<file path="config.mk">
export PLATFORM = sky130hd
export DESIGN_NAME = bxp_gate_gen
export DESIGN_NICKNAME = d
export VERILOG_FILES = /design/src/rtl/bxp_pkg.sv /design/src/rtl/bxp_slot_ctr.sv /design/src/rtl/bxp_cfg_shadow.sv /design/src/rtl/bxp_phase_dec.sv /design/src/rtl/bxp_gate_gen.sv
export SDC_FILE = /design/constraint.sdc
export NUM_CORES = 1
export LEC_CHECK = 0
export ABC_AREA = 1
export BUFFER_PORTS_ARGS = -buffer_cell sky130_fd_sc_hd__buf_2
export CORE_ASPECT_RATIO = 0.9
export CORE_MARGIN = 2
export CORE_UTILIZATION = 30
export CTS_BUF_LIST = sky130_fd_sc_hd__clkbuf_2
export DETAILED_ROUTE_END_ITERATION = 10
export PLACE_DENSITY = 0.59
export SKIP_LAST_GASP = 1
export SLEW_MARGIN = 15
export SYNTH_ARGS = -nofsm -noshare
export SYNTH_HDL_FRONTEND = slang
export SYNTH_SLANG_ARGS = --single-unit
export TNS_END_PERCENT = 5
</file>
<file path="constraint.sdc">
create_clock -name clk_i -period 11.4 [get_ports clk_i]
set_input_delay 2.28 -clock clk_i [delete_from_list [all_inputs] [get_ports clk_i]]
set_output_delay 2.28 -clock clk_i [all_outputs]
set_load 0.02 [all_outputs]
</file>
<file path="src/rtl/bxp_pkg.sv">
package bxp_pkg;
  typedef enum logic {
    SRC_EXT = 1'b0,
    SRC_INT = 1'b1
  } gate_src_e;

  localparam int unsigned NUM_EDGE  = 3;
  localparam int unsigned EDGE_LEAD = 0;
  localparam int unsigned EDGE_TRL  = 1;
  localparam int unsigned EDGE_STRB = 2;
endpackage

</file>
<file path="src/rtl/bxp_slot_ctr.sv">
module bxp_slot_ctr #(
  parameter int unsigned SLOT_W = 4,
  parameter int unsigned PER_W  = 8
) (
  input  logic              clk_i,
  input  logic              rst_ni,
  output logic [SLOT_W-1:0] slot_q_o,
  output logic [SLOT_W-1:0] slot_d_o,
  output logic [PER_W-1:0]  per_d_o,
  output logic              wrap_o
);
  logic [SLOT_W-1:0] slot_q;
  logic [PER_W-1:0]  per_q;

  assign wrap_o   = &slot_q;
  assign slot_d_o = slot_q + 1'b1;
  assign per_d_o  = wrap_o ? per_q + 1'b1 : per_q;
  assign slot_q_o = slot_q;

  always_ff @(posedge clk_i or negedge rst_ni) begin
    if (!rst_ni) begin
      slot_q <= '0;
      per_q  <= '0;
    end else begin
      slot_q <= slot_d_o;
      per_q  <= per_d_o;
    end
  end
endmodule

</file>
<file path="src/rtl/bxp_cfg_shadow.sv">
module bxp_cfg_shadow #(
  parameter int unsigned CFG_W = 18
) (
  input  logic             clk_i,
  input  logic             rst_ni,
  input  logic             wrap_i,
  input  logic [CFG_W-1:0] cfg_i,
  output logic [CFG_W-1:0] cfg_q_o,
  output logic [CFG_W-1:0] cfg_d_o
);
  logic [CFG_W-1:0] cfg_q;

  // load only on entry to slot 0
  assign cfg_d_o = wrap_i ? cfg_i : cfg_q;
  assign cfg_q_o = cfg_q;

  always_ff @(posedge clk_i or negedge rst_ni) begin
    if (!rst_ni) cfg_q <= '0;
    else         cfg_q <= cfg_d_o;
  end
endmodule

</file>
<file path="src/rtl/bxp_phase_dec.sv">
module bxp_phase_dec
  import bxp_pkg::*;
#(
  parameter int unsigned SLOT_W = 4
) (
  input  logic [SLOT_W-1:0]               slot_i,
  input  logic [SLOT_W-1:0]               glb_i,
  input  logic [NUM_EDGE-1:0][SLOT_W-1:0] ofs_i,
  output logic                            bclk_o,
  output logic                            win_o,
  output logic                            hit_o
);
  logic [NUM_EDGE-1:0][SLOT_W-1:0] pos;
  logic [NUM_EDGE-1:0][SLOT_W-1:0] rel;
  logic [SLOT_W-1:0]               rel_g;
  logic [SLOT_W-1:0]               span;

  // every edge is an offset on the one global phase, modulo the slot count
  for (genvar e = 0; e < NUM_EDGE; e++) begin : g_edge
    assign pos[e] = glb_i + ofs_i[e];
    assign rel[e] = slot_i - pos[e];
  end

  assign rel_g  = slot_i - glb_i;
  assign bclk_o = ~rel_g[SLOT_W-1];
  assign span   = pos[EDGE_TRL] - pos[EDGE_LEAD];
  assign win_o  = (span != '0) && (rel[EDGE_LEAD] < span);
  assign hit_o  = (rel[EDGE_STRB] == '0);
endmodule

</file>
<file path="src/rtl/bxp_gate_gen.sv">
module bxp_gate_gen
  import bxp_pkg::*;
#(
  parameter int unsigned SLOT_W = 4,
  parameter int unsigned PER_W  = 8
) (
  input  logic              clk_i,
  input  logic              rst_ni,
  input  logic [SLOT_W-1:0] glb_dly_i,
  input  logic [SLOT_W-1:0] lead_ofs_i,
  input  logic [SLOT_W-1:0] trail_ofs_i,
  input  logic [SLOT_W-1:0] strb_ofs_i,
  input  logic              test_mode_i,
  input  logic              ext_gate_i,
  input  logic              ext_clear_i,
  output logic              bclk_o,
  output logic              gate_o,
  output logic              strobe_o,
  output logic              fclr_o
);
  localparam int unsigned CFG_W = 4 * SLOT_W + 2;
  localparam int unsigned TM_B  = CFG_W - 1;
  localparam int unsigned EG_B  = CFG_W - 2;

  logic [SLOT_W-1:0] slot_q, slot_d;
  logic [PER_W-1:0]  per_d;
  logic              wrap;
  logic [CFG_W-1:0]  cfg_in, cfg_q, cfg_d;

  logic [SLOT_W-1:0]               cur_g, cur_lead, cur_trail, nxt_g;
  logic                            cur_tm;
  logic [NUM_EDGE-1:0][SLOT_W-1:0] nxt_ofs;
  logic                            bclk_d, win_d, hit_d, gate_d, fclr_d;
  gate_src_e                       src_d;

  assign cfg_in = {test_mode_i, ext_gate_i, strb_ofs_i, trail_ofs_i, lead_ofs_i, glb_dly_i};

  bxp_slot_ctr #(.SLOT_W(SLOT_W), .PER_W(PER_W)) u_ctr (
    .clk_i   (clk_i),
    .rst_ni  (rst_ni),
    .slot_q_o(slot_q),
    .slot_d_o(slot_d),
    .per_d_o (per_d),
    .wrap_o  (wrap)
  );

  bxp_cfg_shadow #(.CFG_W(CFG_W)) u_cfg (
    .clk_i  (clk_i),
    .rst_ni (rst_ni),
    .wrap_i (wrap),
    .cfg_i  (cfg_in),
    .cfg_q_o(cfg_q),
    .cfg_d_o(cfg_d)
  );

  // settings in effect now (checker view)
  assign cur_g     = cfg_q[SLOT_W-1:0];
  assign cur_lead  = cfg_q[2*SLOT_W-1:SLOT_W];
  assign cur_trail = cfg_q[3*SLOT_W-1:2*SLOT_W];
  assign cur_tm    = cfg_q[TM_B];

  // settings for the slot being entered
  assign nxt_g   = cfg_d[SLOT_W-1:0];
  for (genvar e = 0; e < NUM_EDGE; e++) begin : g_ofs
    assign nxt_ofs[e] = cfg_d[(e+2)*SLOT_W-1:(e+1)*SLOT_W];
  end

  bxp_phase_dec #(.SLOT_W(SLOT_W)) u_dec (
    .slot_i(slot_d),
    .glb_i (nxt_g),
    .ofs_i (nxt_ofs),
    .bclk_o(bclk_d),
    .win_o (win_d),
    .hit_o (hit_d)
  );

  assign src_d  = gate_src_e'(cfg_d[TM_B]);
  assign gate_d = win_d & ((src_d == SRC_INT) | cfg_d[EG_B]);
  assign fclr_d = (src_d == SRC_INT) ? ((slot_d == '0) && (per_d == '0)) : ext_clear_i;

  always_ff @(posedge clk_i or negedge rst_ni) begin
    if (!rst_ni) begin
      bclk_o   <= 1'b0;
      gate_o   <= 1'b0;
      strobe_o <= 1'b0;
      fclr_o   <= 1'b0;
    end else begin
      bclk_o   <= bclk_d;
      gate_o   <= gate_d;
      strobe_o <= hit_d;
      fclr_o   <= fclr_d;
    end
  end
endmodule

</file>
==> results_dict.tcl <==
set metrics [dict create \
    wl_met2_um 1970 \
    grt_pass1_vias 1589 \
    core-area_um2 7110 \
    drive_gt1_share_pct 18.8 \
    slew_headroom_pct 47.8 \
    hp-class "reg2reg" \
    clock_sinks 34 \
    synth_xor_area_share_pct 7.41 \
    cts_resized 0 \
    htreeDepth 2 \
    num_vias 1598 \
    p_per_area_nw_per_um2 109 \
    cp_num_buf_inv 2 \
    final_nets 332 \
    max_freq_ghz 0.187 \
    post_drt_via_cell_ratio 4.21 \
    gp_congestion 0.787 \
    crit_chain "buf_2 -> o21ai_1 -> inv_1 -> ha_1 -> ha_1 -> a21oi_1 -> xor2_1 -> fa_1 -> ha_1 -> nand2_1 -> nand2_1 -> o21ai_0 -> nand2_1 -> nand2_1 -> nand2_1 -> nand3_1 -> nand2_1 -> ha_1 -> o21ai_0 -> nand2_1 -> a21oi_1" \
    synthMuxAreaShare_pct 0 \
    critPathRequiredTime_ps 11730 \
    cts_setup_buffers 0 \
    clockBufferDepth 2 \
    drt_iter0_drc 54 \
    die_h_um 85.5 \
    path_max_fanout 4 \
    grt_pass1_wl_um 7510 \
    route.detailed.wl_per_inst_um 11.3 \
    port_buffers 24 \
    die_w_um 94.5 \
    cts.clk_slew.worst_paths_ps 180 \
    yosys_warnings 0 \
    cp-end-kind "register" \
    postSynthAreaPerCell_um2 8.57 \
    design_area_um2 2470 \
    finalMaxSlewViolations 0 \
    critPathArrivalTime_ps 5690 \
    yosys.area.top_type "dfrtp_1" \
    placedInstanceArea_um2 2430 \
    start_util_pct 31.1 \
    min_period_ps 5360 \
    skew_ps 11.8 \
    drv_cap 0 \
    ant_nets 0 \
    cpMostUsedCell "nand2_1" \
    crit_path_max_incr_delay_ps 470 \
    worst_setup_path_start_kind "primary input" \
    synth_top_family_by_area "simple AND/OR/NAND/NOR gates" \
    max-vdd-ir-drop_mv 0.0283 \
    drc 0 \
    area_growth_syn_to_layout_pct 11.6 \
    gr-total-overflow 0 \
    worst_pin_slew_ps 783 \
    outcome "complete, no violations" \
    postCtsHoldBufs 0 \
    crit_slowest_cell "fa_1" \
    highest_layer "met4" \
    synthTopCellsByArea "dfrtp_1, nand2_1, ha_1" \
    first_pass_iters 4 \
    syn_inst 258 \
    critical_path_class "in2reg" \
    dpl.hpwl_um 3260 \
    yosys.area.top_type_share_pct 38.5 \
    synth_compound_area_share_pct 5.37 \
    p_leak_nw 1.33 \
    wl_met3_um 159 \
    finalSetupViolCount 0 \
    cts_tree "yes" \
    r2r_slack_ps 6400 \
    ys_seq_area_share_pct 38.5 \
    fin_crit_sh_pct 47.0 \
    io_pins 25 \
    grt_usage_pct 12.1 \
    ys_ff_latch 34 \
    wl_um 4310 \
    met1_length_um 2100 \
    syn-num-nets 304 \
    antenna_found_initial 0 \
    n_antenna_cell 0 \
    tns_ps 0 \
    synthesis.area_um2 2210 \
    cts_made_buffers 5 \
    clock_latency_ps 390 \
    synthAdderAreaFrac_pct 16.2 \
    rows 29 \
    root_buffer "clkbuf_2" \
    synth_cell_types 33 \
    die_area_um2 8080 \
    hold_viol 0 \
    grt_max_degree 35 \
    rsz0062_at_grt "no" \
    synthSimpleGateAreaFrac_pct 24.4 \
    crit_family "adder cells" \
]
==> routing by layer <==
layer / GRT usage, % / up-vias
li1: - / 868
met1: 16.0 / 707
met2: 19.2 / 17
met3: 3.11 / 6
met4: 4.74 / 0
met5: 0 / -
==> cell usage after synthesis <==
| cell | number |
|---|---|
| a21oi_1 | 6 |
| a31o_2 | 1 |
| a31oi_1 | 1 |
| buf_6 | 1 |
| clkbuf_1 | 2 |
| clkinv_4 | 1 |
| dfrtp_1 | 34 |
| fa_1 | 6 |
| ha_1 | 19 |
| inv_1 | 40 |
| inv_2 | 1 |
| nand2_1 | 65 |
| nand2_2 | 5 |
| nand3_1 | 13 |
| nand3_2 | 2 |
| nand3_4 | 1 |
| nand3b_1 | 1 |
| nand4_1 | 5 |
| nor2_1 | 13 |
| nor2_2 | 1 |
| nor3_2 | 1 |
| nor3b_1 | 1 |
| o211ai_1 | 1 |
| o21ai_0 | 8 |
| o21ai_1 | 2 |
| o21ai_2 | 1 |
| o21bai_1 | 1 |
| or2_1 | 1 |
| or2_2 | 7 |
| xnor2_1 | 6 |
| xnor2_2 | 1 |
| xor2_1 | 9 |
| xor2_2 | 1 |
==> power by group <==
group	leakage (nW)	internal, mW	switching [mW]
logic	0.886	0.0350	0.0477
registers	0.413	0.127	0.00194
clock network	0.0304	0.0151	0.0432
total	1.33	0.177	0.0928
==> cell families (layout without fill, tap and decap cells) <==
group / after synthesis / after routing
and+or+nand+nor: 116 / 116
buffers and inverters: 45 / 74
AOI/OAI and AO/OA: 21 / 21
xor gates and xnor gates: 17 / 17
adders and majority gates: 25 / 25
DFF: 34 / 34
==> worst register-to-register path, cell delays in order (launching register included) <==
cell      delay, ps
dfrtp_1         500
ha_1            310
nand3_4         330
clkinv_4        230
or2_2           320
o21ai_1         140
inv_1           150
ha_1            240
ha_1            170
a21oi_1         150
xor2_1          230
fa_1            470
ha_1            350
nand2_1          70
nand2_1          60
o21ai_0         290
nand2_1         120
nand2_1          70
nand2_1          50
nand3_1          70
nand2_1          70
ha_1            280
o21ai_0          80
nand2_1          70
a21oi_1         100
==> final timing paths <==
kind	start	to	cells past startpoint
min reg2reg	u_cfg.cfg_q_o[16]	u_cfg.cfg_q_o[16]	2
max in group asynchronous	rst_ni	u_ctr.per_q[5]	1
max reg2reg	u_ctr.slot_q_o[0]	gate_o	24
min in group asynchronous	rst_ni	u_cfg.cfg_q_o[15]	1
min	u_cfg.cfg_q_o[16]	u_cfg.cfg_q_o[16]	2
max	glb_dly_i[0]	gate_o	21
==> area by class of cell <==
cell class	count	area [µm²]
Clock buffer	6	30.0
Clock inverter	2	8.76
Tap cell	93	116
Sequential cell	34	851
Timing Repair Buffer	24	120
Inverter	42	163
Multi-Input combinational cell	179	1180
Fill cell	769	4640
==> registers in the layout (all words and copies together), names as in the netlist <==
name            count
gate_o              1
strobe_o            1
fclr_o              1
bclk_o              1
u_cfg.cfg_q_o      18
u_ctr.per_q         8
u_ctr.slot_q_o      4
==> cell usage in the layout, fill, tap and decap left out, types with 2 or more instances in the layout <==
master and n:
inv_1 40, or2_2 7, nor2_1 13, o21ai_0 8
nand3_1 13, xor2_1 9, xnor2_1 6, nand3_2 2
ha_1 19, fa_1 6, nand4_1 5, a21oi_1 6
buf_2 24, nand2_1 65, dfrtp_1 34, clkbuf_2 6
nand2_2 5, o21ai_1 2
==> through the flow <==
stage / util, % / std cells / total power, mW / hold WS (ps) / worst slack (ps)
5_1_grt: 34.7 / 380 / 0.293 / 530 / 5660
4_1_cts: 34.7 / 380 / 0.273 / 504 / 6020
2_1_floorplan: - / 258 / 0.193 / 444 / 6030
3_3_place_gp: 34.2 / 372 / 0.214 / 460 / 5730
6_report: 34.7 / 380 / 0.270 / 499 / 6040
3_5_place_dp: 34.2 / 372 / 0.215 / 465 / 5610
(Power assumes the default switching activity.)
